<file path="config.mk">
export PLATFORM = sky130hd
export DESIGN_NAME = cpiWayAlloc
export DESIGN_NICKNAME = d
export VERILOG_FILES = /design/src/rtl/cpiWayAllocPkg.sv /design/src/rtl/cpiWayDivider.sv /design/src/rtl/cpiWayAllocCtrl.sv /design/src/rtl/cpiWayAllocDatapath.sv /design/src/rtl/cpiWayAlloc.sv
export SDC_FILE = /design/constraint.sdc
export NUM_CORES = 2
export LEC_CHECK = 0
export BUFFER_PORTS_ARGS = -buffer_cell sky130_fd_sc_hd__buf_2
export CAP_MARGIN = 20
export CORE_MARGIN = 4
export CORE_UTILIZATION = 40
export CTS_CLUSTER_SIZE = 16
export DETAILED_ROUTE_END_ITERATION = 8
export GPL_ROUTABILITY_DRIVEN = 1
export SLEW_MARGIN = 20
export SYNTH_ARGS = -nofsm -noshare
export SYNTH_HDL_FRONTEND = slang
export SYNTH_HIERARCHICAL = 1
export SYNTH_SLANG_ARGS = --single-unit
</file>
<file path="constraint.sdc">
create_clock -name clk -period 9.12 [get_ports clk]
set_input_delay 0.912 -clock clk [delete_from_list [all_inputs] [get_ports clk]]
set_output_delay 0.912 -clock clk [all_outputs]
set_load 0.02 [all_outputs]
</file>
<file path="src/rtl/cpiWayAllocPkg.sv">
package cpiWayAllocPkg;
  // Strobes from the sequencer to the datapath
  typedef struct packed {
    logic capture;     // snapshot counters and restart them
    logic divStart;    // launch one division
    logic phaseShare;  // 0: CPI division, 1: share division
    logic storeCpi;    // write quotient as CPI of selected thread
    logic loadSum;     // register sum of CPIs
    logic storeShare;  // write quotient as share of selected thread
    logic publish;     // update outputs and pulse done
  } wayStrobe_t;
endpackage

</file>
<file path="src/rtl/cpiWayDivider.sv">
module cpiWayDivider #(
  parameter int W = 40
) (
  input  logic         clk,
  input  logic         rst_n,
  input  logic         start,
  input  logic [W-1:0] dividend,
  input  logic [W-1:0] divisor,
  output logic         done,
  output logic [W-1:0] quotient
);
  localparam int CW = $clog2(W + 1);

  logic [W:0]    rem;
  logic [W-1:0]  quo;
  logic [CW-1:0] left;
  logic          run;
  logic [W:0]    remShift;
  logic [W:0]    remSub;

  always_comb begin
    remShift = {rem[W-1:0], quo[W-1]};
    remSub   = remShift - {1'b0, divisor};
  end

  always_ff @(posedge clk or negedge rst_n) begin
    if (!rst_n) begin
      rem  <= '0;
      quo  <= '0;
      left <= '0;
      run  <= 1'b0;
      done <= 1'b0;
    end else if (start) begin
      rem  <= '0;
      quo  <= dividend;
      left <= CW'(W);
      run  <= 1'b1;
      done <= 1'b0;
    end else if (run) begin
      if (!remSub[W]) begin
        rem <= remSub;
        quo <= {quo[W-2:0], 1'b1};
      end else begin
        rem <= remShift;
        quo <= {quo[W-2:0], 1'b0};
      end
      left <= left - CW'(1);
      if (left == CW'(1)) begin
        run  <= 1'b0;
        done <= 1'b1;
      end
    end else begin
      done <= 1'b0;
    end
  end

  assign quotient = quo;
endmodule

</file>
<file path="src/rtl/cpiWayAllocCtrl.sv">
module cpiWayAllocCtrl
  import cpiWayAllocPkg::*;
#(
  parameter int NUM_THR = 4,
  localparam int IDX_W = (NUM_THR > 1) ? $clog2(NUM_THR) : 1
) (
  input  logic             clk,
  input  logic             rst_n,
  input  logic             intervalEnd,
  input  logic             divDone,
  output wayStrobe_t       stb,
  output logic [IDX_W-1:0] thrSel
);
  typedef enum logic [2:0] {
    S_IDLE, S_CPI_GO, S_CPI_WAIT, S_SUM, S_SHR_GO, S_SHR_WAIT, S_PUB
  } state_t;

  state_t state, stateNext;
  logic [IDX_W-1:0] idxNext;
  logic lastThr;

  assign lastThr = (thrSel == IDX_W'(NUM_THR - 1));

  always_comb begin
    stb       = '0;
    stateNext = state;
    idxNext   = thrSel;
    unique case (state)
      S_IDLE: if (intervalEnd) begin
        stb.capture = 1'b1;
        idxNext     = '0;
        stateNext   = S_CPI_GO;
      end
      S_CPI_GO: begin
        stb.divStart = 1'b1;
        stateNext    = S_CPI_WAIT;
      end
      S_CPI_WAIT: if (divDone) begin
        stb.storeCpi = 1'b1;
        if (lastThr) stateNext = S_SUM;
        else begin
          idxNext   = thrSel + IDX_W'(1);
          stateNext = S_CPI_GO;
        end
      end
      S_SUM: begin
        stb.loadSum = 1'b1;
        idxNext     = '0;
        stateNext   = S_SHR_GO;
      end
      S_SHR_GO: begin
        stb.phaseShare = 1'b1;
        stb.divStart   = 1'b1;
        stateNext      = S_SHR_WAIT;
      end
      S_SHR_WAIT: begin
        stb.phaseShare = 1'b1;
        if (divDone) begin
          stb.storeShare = 1'b1;
          if (lastThr) stateNext = S_PUB;
          else begin
            idxNext   = thrSel + IDX_W'(1);
            stateNext = S_SHR_GO;
          end
        end
      end
      S_PUB: begin
        stb.publish = 1'b1;
        stateNext   = S_IDLE;
      end
      default: stateNext = S_IDLE;
    endcase
  end

  always_ff @(posedge clk or negedge rst_n) begin
    if (!rst_n) begin
      state  <= S_IDLE;
      thrSel <= '0;
    end else begin
      state  <= stateNext;
      thrSel <= idxNext;
    end
  end
endmodule

</file>
<file path="src/rtl/cpiWayAllocDatapath.sv">
module cpiWayAllocDatapath
  import cpiWayAllocPkg::*;
#(
  parameter int NUM_THR    = 4,
  parameter int TOTAL_WAYS = 16,
  parameter int CNT_W      = 32,
  parameter int FRAC_W     = 8,
  parameter int CPI_W      = 16,
  localparam int IDX_W = (NUM_THR > 1) ? $clog2(NUM_THR) : 1,
  localparam int TW    = $clog2(TOTAL_WAYS + 1),
  localparam int DW    = CNT_W + FRAC_W,
  localparam int SUM_W = CPI_W + $clog2(NUM_THR + 1),
  localparam int SPARE = TOTAL_WAYS - NUM_THR
) (
  input  logic                     clk,
  input  logic                     rst_n,
  input  logic [CNT_W-1:0]         intervalLen,
  input  logic [NUM_THR-1:0]       cycleEvt,
  input  logic [NUM_THR-1:0]       instrEvt,
  input  logic [NUM_THR-1:0]       hitEvt,
  input  logic [NUM_THR-1:0]       missEvt,
  input  wayStrobe_t               stb,
  input  logic [IDX_W-1:0]         thrSel,
  output logic                     intervalEnd,
  output logic                     divDone,
  output logic [NUM_THR*TW-1:0]    wayTarget,
  output logic [NUM_THR*CNT_W-1:0] hitCount,
  output logic [NUM_THR*CNT_W-1:0] missCount,
  output logic                     updateDone
);
  localparam logic [CPI_W-1:0] CPI_MAX = '1;

  logic [CNT_W-1:0] cycCnt [NUM_THR];
  logic [CNT_W-1:0] insCnt [NUM_THR];
  logic [CNT_W-1:0] hitCnt [NUM_THR];
  logic [CNT_W-1:0] missCnt[NUM_THR];
  logic [CNT_W-1:0] cycSnap [NUM_THR];
  logic [CNT_W-1:0] insSnap [NUM_THR];
  logic [CNT_W-1:0] hitSnap [NUM_THR];
  logic [CNT_W-1:0] missSnap[NUM_THR];
  logic [CPI_W-1:0] cpiReg  [NUM_THR];
  logic [TW-1:0]    shareReg[NUM_THR];
  logic [TW-1:0]    newTarget[NUM_THR];
  logic [TW-1:0]    rankOf  [NUM_THR];
  logic [SUM_W-1:0] cpiSum, cpiSumNext;
  logic [TW-1:0]    shareSum, spareLeft;
  logic [CNT_W-1:0] instrTotal, instrInc;
  logic [DW-1:0]    dividend, divisor, quo;

  // interval detection on total retired instructions
  always_comb begin
    instrInc = '0;
    for (int i = 0; i < NUM_THR; i++) instrInc = instrInc + CNT_W'(instrEvt[i]);
  end
  assign intervalEnd = (instrTotal + instrInc) >= intervalLen;

  always_ff @(posedge clk or negedge rst_n) begin
    if (!rst_n) begin
      instrTotal <= '0;
      for (int t = 0; t < NUM_THR; t++) begin
        cycCnt[t] <= '0; insCnt[t] <= '0; hitCnt[t] <= '0; missCnt[t] <= '0;
        cycSnap[t] <= '0; insSnap[t] <= '0; hitSnap[t] <= '0; missSnap[t] <= '0;
      end
    end else if (stb.capture) begin
      instrTotal <= '0;
      for (int t = 0; t < NUM_THR; t++) begin
        cycSnap[t]  <= cycCnt[t]  + CNT_W'(cycleEvt[t]);
        insSnap[t]  <= insCnt[t]  + CNT_W'(instrEvt[t]);
        hitSnap[t]  <= hitCnt[t]  + CNT_W'(hitEvt[t]);
        missSnap[t] <= missCnt[t] + CNT_W'(missEvt[t]);
        cycCnt[t] <= '0; insCnt[t] <= '0; hitCnt[t] <= '0; missCnt[t] <= '0;
      end
    end else begin
      instrTotal <= instrTotal + instrInc;
      for (int t = 0; t < NUM_THR; t++) begin
        cycCnt[t]  <= cycCnt[t]  + CNT_W'(cycleEvt[t]);
        insCnt[t]  <= insCnt[t]  + CNT_W'(instrEvt[t]);
        hitCnt[t]  <= hitCnt[t]  + CNT_W'(hitEvt[t]);
        missCnt[t] <= missCnt[t] + CNT_W'(missEvt[t]);
      end
    end
  end

  // shared divider operands
  assign dividend = stb.phaseShare ? (DW'(cpiReg[thrSel]) * DW'(SPARE))
                                   : {cycSnap[thrSel], {FRAC_W{1'b0}}};
  assign divisor  = stb.phaseShare ? DW'(cpiSum) : DW'(insSnap[thrSel]);

  cpiWayDivider #(.W(DW)) u_div (
    .clk(clk), .rst_n(rst_n), .start(stb.divStart),
    .dividend(dividend), .divisor(divisor),
    .done(divDone), .quotient(quo)
  );

  // sum of CPIs, floored-share remainder and CPI ranking
  always_comb begin
    cpiSumNext = '0;
    shareSum   = '0;
    for (int i = 0; i < NUM_THR; i++) begin
      cpiSumNext = cpiSumNext + SUM_W'(cpiReg[i]);
      shareSum   = shareSum + shareReg[i];
    end
    spareLeft = TW'(SPARE) - shareSum;
    for (int i = 0; i < NUM_THR; i++) begin
      rankOf[i] = '0;
      for (int j = 0; j < NUM_THR; j++)
        if (j != i && (cpiReg[j] > cpiReg[i] || (cpiReg[j] == cpiReg[i] && j < i)))
          rankOf[i] = rankOf[i] + TW'(1);
      newTarget[i] = shareReg[i] + TW'(1) + ((rankOf[i] < spareLeft) ? TW'(1) : TW'(0));
    end
  end

  always_ff @(posedge clk or negedge rst_n) begin
    if (!rst_n) begin
      cpiSum     <= '0;
      updateDone <= 1'b0;
      for (int t = 0; t < NUM_THR; t++) begin
        cpiReg[t]   <= '0;
        shareReg[t] <= '0;
        wayTarget[t*TW +: TW]      <= TW'(TOTAL_WAYS / NUM_THR);
        hitCount[t*CNT_W +: CNT_W]  <= '0;
        missCount[t*CNT_W +: CNT_W] <= '0;
      end
    end else begin
      updateDone <= stb.publish;
      if (stb.storeCpi) begin
        if (insSnap[thrSel] == '0 || quo > DW'(CPI_MAX)) cpiReg[thrSel] <= CPI_MAX;
        else if (quo == '0)                                cpiReg[thrSel] <= CPI_W'(1);
        else                                               cpiReg[thrSel] <= quo[CPI_W-1:0];
      end
      if (stb.loadSum)    cpiSum <= cpiSumNext;
      if (stb.storeShare) shareReg[thrSel] <= quo[TW-1:0];
      if (stb.publish) begin
        for (int t = 0; t < NUM_THR; t++) begin
          wayTarget[t*TW +: TW]      <= newTarget[t];
          hitCount[t*CNT_W +: CNT_W]  <= hitSnap[t];
          missCount[t*CNT_W +: CNT_W] <= missSnap[t];
        end
      end
    end
  end
endmodule

</file>
<file path="src/rtl/cpiWayAlloc.sv">
module cpiWayAlloc
  import cpiWayAllocPkg::*;
#(
  parameter int NUM_THR    = 4,
  parameter int TOTAL_WAYS = 16,
  parameter int CNT_W      = 32,
  parameter int FRAC_W     = 8,
  parameter int CPI_W      = 16,
  localparam int IDX_W = (NUM_THR > 1) ? $clog2(NUM_THR) : 1,
  localparam int TW    = $clog2(TOTAL_WAYS + 1)
) (
  input  logic                     clk,
  input  logic                     rst_n,
  input  logic [CNT_W-1:0]         intervalLen,
  input  logic [NUM_THR-1:0]       cycleEvt,
  input  logic [NUM_THR-1:0]       instrEvt,
  input  logic [NUM_THR-1:0]       hitEvt,
  input  logic [NUM_THR-1:0]       missEvt,
  output logic [NUM_THR*TW-1:0]    wayTarget,
  output logic [NUM_THR*CNT_W-1:0] hitCount,
  output logic [NUM_THR*CNT_W-1:0] missCount,
  output logic                     updateDone
);
  wayStrobe_t       stb;
  logic [IDX_W-1:0] thrSel;
  logic             intervalEnd;
  logic             divDone;

  cpiWayAllocCtrl #(.NUM_THR(NUM_THR)) u_ctrl (
    .clk(clk), .rst_n(rst_n), .intervalEnd(intervalEnd), .divDone(divDone),
    .stb(stb), .thrSel(thrSel)
  );

  cpiWayAllocDatapath #(
    .NUM_THR(NUM_THR), .TOTAL_WAYS(TOTAL_WAYS), .CNT_W(CNT_W),
    .FRAC_W(FRAC_W), .CPI_W(CPI_W)
  ) u_dp (
    .clk(clk), .rst_n(rst_n), .intervalLen(intervalLen),
    .cycleEvt(cycleEvt), .instrEvt(instrEvt), .hitEvt(hitEvt), .missEvt(missEvt),
    .stb(stb), .thrSel(thrSel), .intervalEnd(intervalEnd), .divDone(divDone),
    .wayTarget(wayTarget), .hitCount(hitCount), .missCount(missCount),
    .updateDone(updateDone)
  );
endmodule

</file>
# --- Word level (Yosys, flattened, before mapping) ---
# Cells that the tools add are included.
totals:
  ff_bits: 1529
  word_cells: 236
  input_bits: 50
  ram_bits: 0
  mem_count: 0
  out_inout_bits: 277
  romBits: 0
  latch_bits: 0
classes:
  n_div: 0
  reduce_logical: 18
  eq_ne: 20
  bitwise_logic: 5
  n_lt_le_gt_ge: 20
  shifts: 0
  n_mux: 73
  n_mul: 1
  n_addsub: 46
op_table:
  columns: ["operator", "count"]
  rows:
  - ["$add A32 B1 Y32", 18]
  - ["$mux W128", 4]
  - ["$mux W40", 6]
  - ["$gt A16 B16 Y1", 12]
  - ["$mux W32", 6]
  - ["$bmux W32 S2", 2]
  - ["$mux W64", 2]
  - ["$eq A16 B16 Y1", 6]
  - ["$bwmux W64", 1]
  - ["$or A64 B64 Y64", 1]
  - ["$and A60 B60 Y60", 1]
  - ["$not A60 Y60", 1]
  - ["$mux W16", 3]
  - ["$mux W5", 9]
  - ["$sub A41 B32 Y41", 1]
  - ["$add A5 B1 Y5 const B", 8]
  - ["$gt A40 B16 Y1 const B", 1]
  - ["$logic_not A40 Y1", 1]
  - ["$add A19 B16 Y19", 2]
  - ["$add A5 B5 Y5", 7]
  - ["$add A32 B32 Y32", 1]
  - ["$bmux W16 S2", 1]
  - ["$demux W16 S2", 1]
  - ["$ge A32 B32 Y1", 1]
  - ["37 further kinds", 87]

# --- Longest topological paths before layout ---
logic_depth:
  depth_word: 10
  ltp_mapped: 27
  ltp_nobuf: 23

# --- Modules after synthesis ---
# Netlist, hierarchy kept.
modules_own_cells:
  columns: ["mod", "cells_per_inst", "area_each_um2", "instances", "seq_area_each_um2"]
  rows:
  - ["cpiWayAllocDatapath", 6103, 65964.5, 1, 35914.4]
  - ["cpiWayDivider", 776, 6662.6, 1, 2202.1]
  - ["cpiWayAllocCtrl", 39, 374.1, 1, 125.1]

# --- Least setup slack after synthesis ---
# OpenSTA, ideal clock, no wires.
synth_timing:
  path_type: "input-to-reg"
  startpoint: "input instrEvt[0]"
  endpoint: "register u_dp/cycSnap[0] (netlist name)"
  n_path_buf: 4
  required_time_ps: 8995
  t_arrival_ps: 5526
  cell_stages: 25
  setup_time_ps: 125
  slack_ps: 3469
  cell_sequence: "fa_1 > inv_1 > fa_1 > inv_1 > a21o_1 > nand3_1 > nor3_1 > and4_1 > clkbuf_1 > nand4_1 > xnor2_1 > ha_1 > a21o_1 > a21o_1 > a21oi_1 > o21ai_0 > a21o_1 > a21oi_1 > o21ai_0 > and2b_2 > nor3b_1 > clkbuf_1 > clkbuf_1 > buf_1 > mux2_2"
synth_rtl:
  columns: ["item", "line", "rtl"]
  rows:
  - ["start: declaration", "cpiWayAlloc.sv:16", "input logic [NUM_THR-1:0] instrEvt,"]
  - ["end signal: indexed assignment", "cpiWayAllocDatapath.sv:67", "cycSnap[t] <= cycCnt[t] + CNT_W'(cycleEvt[t]);"]
  - ["end: declaration", "cpiWayAllocDatapath.sv:37", "logic [CNT_W-1:0] cycSnap [NUM_THR];"]

==> flow_metrics.env <==
export IMPL_setup_violations_final=0
export IMPL_area_delta_synth_final_pct=13.71
export IMPL_hold_violations=0
export IMPL_rows=156
export IMPL_track_usage_pct=18.04
export IMPL_async_flop_share_pct=100.0
export IMPL_ys_types=90
export IMPL_cts_tree="built"
export IMPL_placed_cell_area_mm2=0.07701
export IMPL_power_leakage_nw=39.93
export IMPL_nets=7527
export IMPL_drive_gt1_share_pct=15.56
export IMPL_routed_top_layer="met4"
export IMPL_hp_class="in2async"
export IMPL_ant_nets=0
export IMPL_power_w=0.01548
export IMPL_cellPowerDensity_mw_per_mm2=186.5
export IMPL_synth_ff_type="dfrtp_1"
export IMPL_clock_latency_ns=0.83
export IMPL_path_class="in2reg"
export IMPL_ctsResizeCount=0
export IMPL_wl_met2_um=80200
export IMPL_wl_met1_um=78390
export IMPL_syn_inst=6918
export IMPL_final_area_mm2=0.08301
export IMPL_drtIter0Drc=3051
export IMPL_min_period_ns=6.607
export IMPL_num_vias=49870
export IMPL_port_buffers=326
export IMPL_synth_most_common_cell="dfrtp_1"
export IMPL_first_pass_iters=5
export IMPL_io_pins=327
export IMPL_synth_top_cell_area_share_pct=52.24
export IMPL_grt_pass1_wl_um=279600
export IMPL_avgSynthCellArea_um2=10.55
export IMPL_cp_arrival_ns=7.31
export IMPL_holdBufCountCts=0
export IMPL_vias_per_cell=5.154
export IMPL_final_setup_tns_ns=0
export IMPL_fill_cells=16730
export IMPL_route_met3_wl_um=8354
export IMPL_slew_violations=0
export IMPL_grt_pass1_vias=50870
export IMPL_antenna_found_initial=4
export IMPL_drc=0
export IMPL_cts_max_level=4
export IMPL_ys_warn_count=6
export IMPL_dieArea_mm2=0.1894
export IMPL_ys_top_cells_by_area="dfrtp_1 (52%), nor2_1 (6.7%), mux2_2 (5.3%)"
export IMPL_start_util_pct=40.30
export IMPL_fmax_ghz=0.1514
export IMPL_clock_sinks=1528
export IMPL_final_util_pct=45.83
export IMPL_routedWlPerCell_um=17.69
export IMPL_ys_ff_latch=1528
export IMPL_clock_path_buffers=3
export IMPL_synth_edff_count=0
export IMPL_ys_seq_area_share_pct=52.38
export IMPL_synthTopCellsByCount="dfrtp_1 (1,524), nor2_1 (1,294), a21oi_1 (632)"
export IMPL_rsz0062_at_grt="false"
export IMPL_gp_congestion=0.8575
export IMPL_cts_clk_slew_worst_paths_ns=0.06
export IMPL_crit_fanout=209
export IMPL_dp_cells=9369
export IMPL_syn_area_mm2=0.07300
export IMPL_cp_data_required_time_ns=9.82
export IMPL_die_height_um=435.2
export IMPL_grt_max_degree=210
export IMPL_min_period_over_period_pct=72.44
export IMPL_r2r_start="u_dp/instrTotal[0]"
export IMPL_drv_cap=0
export IMPL_critPathLaunchType="input pin"
export IMPL_numCtsBuffers=166
export IMPL_post_cts_buffers=0
export IMPL_cp_startpoint="instrEvt[0]"
export IMPL_endpoint_kind="flip-flop"
export IMPL_relSlewSlack_pct=27.02
export IMPL_status="completed"
export IMPL_stdcell_count=9676
export IMPL_core_mm2=0.1811
export IMPL_grt_overflow=0
export IMPL_cts_root_buffer="clkbuf_16"
export IMPL_synth_largest_area_cell="dfrtp_1"
export IMPL_finalClockSkew_ns=0.05413
export IMPL_dp_hpwl_um=118400
export IMPL_wl_um=171100
export IMPL_tightest_slew_ns=1.085
export IMPL_die_w_um=435.2
export IMPL_peakVddDrop_v=0.0001477
## flip-flops by register name, indices dropped and copies added, names as in the netlist, 128 cells and up
signal and count:
u_dp/cycCnt 128, u_dp/cycSnap 128, u_dp/hitCnt 128, u_dp/hitCount 128, u_dp/hitSnap 128, u_dp/insCnt 128, u_dp/insSnap 128, u_dp/missCnt 128
u_dp/missCount 128, u_dp/missSnap 128
## area by class of cell
cell class	count	area [um2]	share of cell area, %
clock buffer	239	4818	5.804
clock inverter	65	1181	1.423
tap	2370	2965	3.572
inverter	240	900.9	1.085
multi-input combinational	4854	32620	39.29
timing repair buffer	377	2267	2.731
antenna	3	7.507	0.009044
sequential	1528	38250	46.08
## layer usage
layer | up-vias | GRT usage [%]
met4 | 0 | 5.404
met5 | - | 0
met3 | 230 | 3.714
li1 | 24080 | -
met2 | 827 | 29.04
met1 | 24730 | 24.65
## report_power, final
| part | internal, W | total [W] | switching (W) |
|---|---|---|---|
| logic | 0.000385 | 0.000962 | 0.000577 |
| registers | 0.00705 | 0.00729 | 0.000237 |
| clock network | 0.00432 | 0.00723 | 0.00291 |
## cell families after synthesis
logic type      Yosys count  synth area share (%)
fa+ha+maj               310                 5.776
flops                  1528                 52.38
simple gates           2417                 14.92
compound gates         1024                 7.958
mux                     505                 8.901
other cells               1              0.005137
buf+inv                 545                 2.999
xor+xnor                588                 7.055
## final timing paths
path | end | slack (ns) | depth (start not counted)
min in group clk | u_dp/missCnt[0] | 0.46 | 3
hold / removal | u_dp/wayTarget[9] | 0.05 | 1
setup / recovery | u_dp/missSnap[45] | 2.51 | 27
max in group asynchronous | u_dp/missSnap[52] | 6.72 | 3
setup reg to reg | u_dp/missSnap[45] | 2.96 | 25
hold reg to reg | u_dp/missCount[74] | 0.49 | 1
## placed cells by master (no fill, tap or decap), drive strengths merged, types with 111 or more instances in the layout
master  netlist  final
xnor2       272    272
nand2       331    331
buf          49    377
a21oi       633    633
xor2        316    316
inv         239    245
nand4       111    111
nor2       1294   1294
nand3       221    221
o21ai       175    175
ha          265    265
mux2        347    347
dfrtp      1524   1524
clkbuf      256    239
## metrics by stage
stage / setup WS (ns) / hold WS, ns
2_1_floorplan: 3.469 / 0.4446
3_3_place_gp: 1.738 / 0.4812
3_5_place_dp: 1.652 / 0.4785
4_1_cts: 2.566 / 0.05319
5_1_grt: 2.072 / 0.07708
6_report: 2.513 / 0.04968
## critical path, stage by stage
cell and delay, ns:
buf_2 0.12, fa_1 0.56, inv_1 0.06, fa_1 0.57, inv_1 0.19, fa_1 0.29
nand3_1 0.18, nor3_1 0.27, nand4_1 0.27, nor2b_1 0.28, nand2_1 0.10, xnor2_1 0.19
ha_1 0.18, a21o_1 0.11, a21o_1 0.11, a21oi_1 0.06, o21ai_0 0.18, a21o_1 0.14
a21oi_1 0.06, o21ai_0 0.18, and2b_2 0.24, nor3b_2 0.39, buf_12 0.25, buf_12 0.28
buf_12 0.52, nor2_1 0.13, a21oi_1 0.16
No activity file was read; power rests on OpenSTA's default activity.
